--- config.mk ---
export PLATFORM = sky130hd
export DESIGN_NAME = term_mmio
export DESIGN_NICKNAME = d
export VERILOG_FILES = /design/src/rtl/termio_pkg.sv /design/src/rtl/term_ctrl.sv /design/src/rtl/term_dp.sv /design/src/rtl/term_mmio.sv
export SDC_FILE = /design/constraint.sdc
export NUM_CORES = 1
export LEC_CHECK = 0
export CAP_MARGIN = 20
export CORE_AREA = 2 2 50 52
export CTS_CLUSTER_DIAMETER = 80
export DETAILED_ROUTE_END_ITERATION = 7
export DIE_AREA = 0 0 52 54
export DONT_BUFFER_PORTS = 1
export PLACE_DENSITY = 0.69
export SETUP_SLACK_MARGIN = 0.05
export SYNTH_ARGS = -nofsm -noshare
export SYNTH_HDL_FRONTEND = slang
export SYNTH_SLANG_ARGS = --single-unit
--- constraint.sdc ---
create_clock -name clk -period 7.5 [get_ports clk]
set_clock_uncertainty 0.05 [all_clocks]
set_input_delay 2.25 -clock clk [delete_from_list [all_inputs] [get_ports clk]]
set_output_delay 2.25 -clock clk [all_outputs]
set_load 0.005 [all_outputs]
--- src/rtl/termio_pkg.sv ---
package termio_pkg;
  typedef enum logic [2:0] {
    SEL_NONE,
    SEL_RX_STAT,
    SEL_RX_CHAR,
    SEL_TX_STAT,
    SEL_TX_CHAR
  } rdSel_e;

  typedef struct packed {
    logic rxStatWr;
    logic rxCharRd;
    logic txStatWr;
    logic txCharWr;
  } strobes_t;

  localparam int unsigned READY_BIT = 0;
  localparam int unsigned IE_BIT    = 1;
  localparam int unsigned OVR_BIT   = 2;
endpackage

--- src/rtl/term_ctrl.sv ---
module term_ctrl
  import termio_pkg::*;
#(
  parameter int unsigned ADDR_W    = 32,
  parameter logic [31:0] BASE_ADDR = 32'hFFFF_0000
) (
  input  logic              clk,
  input  logic              rstN,
  input  logic [ADDR_W-1:0] busAddr,
  input  logic              busRd,
  input  logic              busWr,
  output strobes_t          strb,
  output rdSel_e            rdSel
);
  localparam int unsigned SLOT_LSB = 2;
  localparam int unsigned PAGE_LSB = 4;
  localparam logic [ADDR_W-1:0] BASE_W = BASE_ADDR[ADDR_W-1:0];

  logic       hit;
  logic [1:0] slot;

  assign hit  = (busAddr[ADDR_W-1:PAGE_LSB] == BASE_W[ADDR_W-1:PAGE_LSB])
                && (busAddr[SLOT_LSB-1:0] == '0);
  assign slot = busAddr[PAGE_LSB-1:SLOT_LSB];

  always_comb begin
    strb  = '0;
    rdSel = SEL_NONE;
    if (hit) begin
      unique case (slot)
        2'd0: begin strb.rxStatWr = busWr; if (busRd) rdSel = SEL_RX_STAT; end
        2'd1: begin strb.rxCharRd = busRd; if (busRd) rdSel = SEL_RX_CHAR; end
        2'd2: begin strb.txStatWr = busWr; if (busRd) rdSel = SEL_TX_STAT; end
        default: begin strb.txCharWr = busWr; if (busRd) rdSel = SEL_TX_CHAR; end
      endcase
    end
  end


  strobe_onehot_chk: assert property (@(posedge clk) disable iff (!rstN)
    !(busRd && busWr) |-> $onehot0(strb));


  unmapped_quiet_chk: assert property (@(posedge clk) disable iff (!rstN)
    !hit |-> (strb == '0) && (rdSel == SEL_NONE));
endmodule

--- src/rtl/term_dp.sv ---
module term_dp
  import termio_pkg::*;
#(
  parameter int unsigned DATA_W = 32,
  parameter int unsigned CHAR_W = 8
) (
  input  logic              clk,
  input  logic              rstN,
  input  strobes_t          strb,
  input  rdSel_e            rdSel,
  input  logic [DATA_W-1:0] busWdata,
  output logic [DATA_W-1:0] busRdata,
  input  logic [CHAR_W-1:0] kbdData,
  input  logic              kbdValid,
  output logic [CHAR_W-1:0] dispData,
  output logic              dispValid,
  input  logic              dispDone,
  output logic              irq
);
  logic [CHAR_W-1:0] rxChar;
  logic              rxReady, rxOvr, rxIe;
  logic              txBusy, txIe;
  logic [CHAR_W-1:0] txChar;
  logic              txReady;
  logic              unusedWdata;

  assign unusedWdata = ^busWdata[DATA_W-1:CHAR_W];
  assign txReady     = !txBusy;

  // receive side
  always_ff @(posedge clk) begin
    if (!rstN) begin
      rxChar  <= '0;
      rxReady <= 1'b0;
      rxOvr   <= 1'b0;
      rxIe    <= 1'b0;
    end else begin
      if (strb.rxStatWr) rxIe <= busWdata[IE_BIT];
      if (kbdValid) begin
        rxChar  <= kbdData;
        rxReady <= 1'b1;
        if (strb.rxCharRd)  rxOvr <= 1'b0;
        else if (rxReady)   rxOvr <= 1'b1;
      end else if (strb.rxCharRd) begin
        rxReady <= 1'b0;
        rxOvr   <= 1'b0;
      end
    end
  end

  // transmit side
  always_ff @(posedge clk) begin
    if (!rstN) begin
      txChar <= '0;
      txBusy <= 1'b0;
      txIe   <= 1'b0;
    end else begin
      if (strb.txStatWr) txIe <= busWdata[IE_BIT];
      if (txBusy) begin
        if (dispDone) txBusy <= 1'b0;
      end else if (strb.txCharWr) begin
        txChar <= busWdata[CHAR_W-1:0];
        txBusy <= 1'b1;
      end
    end
  end

  assign dispData  = txChar;
  assign dispValid = txBusy;
  assign irq       = (rxReady && rxIe) || (txReady && txIe);

  always_comb begin
    busRdata = '0;
    unique case (rdSel)
      SEL_RX_STAT: begin
        busRdata[READY_BIT] = rxReady;
        busRdata[IE_BIT]    = rxIe;
        busRdata[OVR_BIT]   = rxOvr;
      end
      SEL_RX_CHAR: busRdata[CHAR_W-1:0] = rxChar;
      SEL_TX_STAT: begin
        busRdata[READY_BIT] = txReady;
        busRdata[IE_BIT]    = txIe;
      end
      default: busRdata = '0;
    endcase
  end


  rx_set_chk: assert property (@(posedge clk) disable iff (!rstN)
    kbdValid |=> rxReady && (rxChar == $past(kbdData)));


  rx_clear_chk: assert property (@(posedge clk) disable iff (!rstN)
    strb.rxCharRd && !kbdValid |=> !rxReady);


  rx_overrun_chk: assert property (@(posedge clk) disable iff (!rstN)
    kbdValid && rxReady && !strb.rxCharRd |=> rxOvr);


  tx_hold_chk: assert property (@(posedge clk) disable iff (!rstN)
    dispValid && !dispDone |=> dispValid && $stable(dispData));


  tx_done_chk: assert property (@(posedge clk) disable iff (!rstN)
    dispValid && dispDone |=> !dispValid);


  irq_quiet_chk: assert property (@(posedge clk) disable iff (!rstN)
    !rxIe && !txIe |-> !irq);
endmodule

--- src/rtl/term_mmio.sv ---
module term_mmio
  import termio_pkg::*;
#(
  parameter int unsigned ADDR_W    = 32,
  parameter int unsigned DATA_W    = 32,
  parameter int unsigned CHAR_W    = 8,
  parameter logic [31:0] BASE_ADDR = 32'hFFFF_0000
) (
  input  logic              clk,
  input  logic              rstN,
  input  logic [ADDR_W-1:0] busAddr,
  input  logic              busRd,
  input  logic              busWr,
  input  logic [DATA_W-1:0] busWdata,
  output logic [DATA_W-1:0] busRdata,
  input  logic [CHAR_W-1:0] kbdData,
  input  logic              kbdValid,
  output logic [CHAR_W-1:0] dispData,
  output logic              dispValid,
  input  logic              dispDone,
  output logic              irq
);
  strobes_t strb;
  rdSel_e   rdSel;

  term_ctrl #(.ADDR_W(ADDR_W), .BASE_ADDR(BASE_ADDR)) u_ctrl (
    .clk(clk), .rstN(rstN), .busAddr(busAddr), .busRd(busRd), .busWr(busWr),
    .strb(strb), .rdSel(rdSel)
  );

  term_dp #(.DATA_W(DATA_W), .CHAR_W(CHAR_W)) u_dp (
    .clk(clk), .rstN(rstN), .strb(strb), .rdSel(rdSel), .busWdata(busWdata),
    .busRdata(busRdata), .kbdData(kbdData), .kbdValid(kbdValid),
    .dispData(dispData), .dispValid(dispValid), .dispDone(dispDone), .irq(irq)
  );
endmodule

==> results by group <==
Run status
  • Status: finished clean

Drt
  • Routed wire length: 2.323 mm
  • Iteration-0 DRC Markers: 11
  • Residual DRC: 0
  • Total number of vias: 865
  • Drt pass-1 iters: 4
  • Routed vias/inst: 5.242
  • Post-route ant nets: 0
  • DR WL/cell: 14.08 um

Global route
  • Grt ovf: 0
  • Largest net degree at the start of global routing: 31
  • Number of global-route vias before repair: 831
  • Total GRT Usage: 0.1582
  • First-pass GRT wire length: 3.277 mm
  • Antenna violations before repair: 0

Die
  • Core Region: 2320 um^2
  • Die Y-Extent: 54 um
  • Die Wd: 52 um
  • I/O pins: 120
  • DIE AREA: 2808 um^2
  • # rows: 18
  • Initial Util: 0.5383

Setup path
  • Slowest cell on crit path: or4_1
  • Crit-path max cell delay: 0.69 ns
  • WS Path Type: in -> out
  • Startpoint Class: input port
  • WP data required: 5.20 ns
  • Worst EP arrival: 3.72 ns
  • Critical Path Fanout Max: 7
  • FF-to-FF setup slack: 6.00 ns
  • Setup crit end kind: output port
  • CP Cell Sequence: nand4b_1, or4_1, nor4_4, and2_1

Timing
  • Final setup fails: 0
  • Final Cycle Share: 0.8021
  • Slew @ Worst Pin: 0.7642 ns
  • RSZ-0062 raised after global routing: false
  • Min Hold Slack: 0.4358 ns
  • Total negative slack: 0 ns
  • Fin crit period: 6.015 ns
  • Pins Over Slew Limit: 0
  • FMAX: 0.1662 GHz
  • Max_slew headroom: 0.4867
  • Final Hold Viols: 0

Pwr
  • Reg power frac: 0.635
  • Comb pwr share: 0.077
  • Int Pwr: 0.1428 mW
  • P_leak: 0.4457 nW
  • Peak supply drop: 0.1239 mV
  • Psw: 0.04126 mW
  • Clk pwr share: 0.288
  • Switch share: 0.2241
  • PwrDens: 156.3 nW/um^2

Clocking
  • CTS Hold Bufs: 0
  • Root buffer cell: clkbuf_4
  • # clock sinks: 21
  • CTS Buffer Depth: 2
  • Clk Latency, worst-skew pair: 0.30 ns
  • # H-tree levels: 1
  • CTS tree: built
  • Reg clk slew, reported paths: 0.11 ns
  • # resized after CTS: 0
  • Post-CTS setup buffer count: 0
  • CTS Buf Count: 3

Yosys
  • Avg Cell Area, Syn: 8.983 um^2
  • Synth cell count leaders: 24 x buf_4, 22 x nand2_1, 21 x dfxtp_1, 20 x mux2i_1, 9 x nor2b_1
  • Mapped Area: 1249 um^2
  • Post-synth EDFFs: 0
  • Netlist cell types: 27
  • Primary FF master, synth: dfxtp_1
  • #FFs+latches synth: 21
  • Synthesis Warnings: 0
  • Count leader, synth: buf_4
  • Post-synthesis sequential area ratio: 0.3367
  • Ys async rst share: 0
  • Mapped Cells: 139
  • Top cells by area, synth: dfxtp_1 34%, mux2i_1 16%, buf_4 14%
  • Yosys top cell by area: dfxtp_1
  • Yosys top cell area share: 0.3367

Finish
  • Inserted Diodes: 0
  • Area grow syn2layout: -5.711%
  • Layout cells sized above 1: 0.03704
  • Net count reported at finish: 214

Job
  • Max cap viols: 0

Worst hold path
  • Hold crit path type: reg -> reg

Placed design
  • Placer Congestion: 0.8429
  • Dpl hpwl: 1.845 mm
  • # port buffers: 0
## metrics by stage
step	cells	cell area, um^2	total power, mW	setup slack [ns]	utilization
floorplan	162	1335	0.1439	1.680	-
global placement	161	1151	0.1326	1.478	0.4962
detailed placement	161	1151	0.1335	1.468	0.4962
CTS	165	1177	0.1859	1.465	0.5076
global route	165	1177	0.1924	1.369	0.5076
finish	165	1177	0.1841	1.485	0.5076
## cell usage in the layout, fill, tap and decap left out
master / instances
a21oi_1: 1
and2_1: 5
clkbuf_1: 1
clkbuf_4: 3
conb_1: 24
dfxtp_1: 21
inv_1: 2
mux2i_1: 20
nand2_1: 22
nand4_1: 3
nand4b_1: 3
nor2_1: 2
nor2b_1: 9
nor3_1: 1
nor3b_1: 3
nor4_1: 2
nor4_4: 2
nor4b_1: 1
nor4bb_1: 1
o21a_1: 1
o21ai_0: 2
o22a_1: 2
o311ai_0: 1
o41ai_1: 1
or2_1: 1
or4_1: 1
## state kept, by name (all words and copies together), names as in the netlist
signal	flops
u_dp.rxIe	1
u_dp.rxChar	8
u_dp.rxOvr	1
u_dp.dispValid	1
u_dp.txIe	1
u_dp.dispData	8
u_dp.rxReady	1
## cell families after synthesis
family          after synthesis  share of synthesized area
simple gates                 56                     0.2705
mux                          20                     0.1603
flops                        21                     0.3367
buf+inv                      33                     0.1834
other cells                   1                   0.003003
compound gates                8                    0.04610
## per-layer routing
layer	global-route usage	part of all wire
met1	0.1492	0.35
met4	0.08772	0.0069
met2	0.3080	0.53
met5	0	0
met3	0.04167	0.11
## final cells by class
cell class | instances | area (um^2)
clock buffers | 4 | 26.28
fillers | 240 | 1142
inverters | 2 | 7.507
multi-input cells | 108 | 685.7
flip-flops and latches | 21 | 420.4
well taps | 30 | 37.54
## power groups by stage
stage / sequential, mW / clock (mW) / combinational (mW)
after detailed placement: 0.119 / 0 / 0.0141
after floorplan: 0.119 / 0 / 0.0251
after CTS: 0.117 / 0.0549 / 0.0141
final: 0.117 / 0.0529 / 0.0142
after global routing: 0.117 / 0.0586 / 0.0165
after global placement: 0.119 / 0 / 0.0134
## path summary, 6_finish.rpt
| path | from | end | depth (start not counted) |
|---|---|---|---|
| setup / recovery | busAddr[0] | busRdata[5] | 4 |
| hold / removal | u_dp.dispData[1] | u_dp.dispData[1] | 2 |
| setup reg to reg | u_dp.dispValid | u_dp.dispData[0] | 2 |
| hold reg to reg | u_dp.dispData[1] | u_dp.dispData[1] | 2 |
## worst max-delay path, delay by kind of cell
family / cells / cell delay [ns]
simple gates: 4 / 1.46
Note: power is estimated with default switching activity, not from simulation.
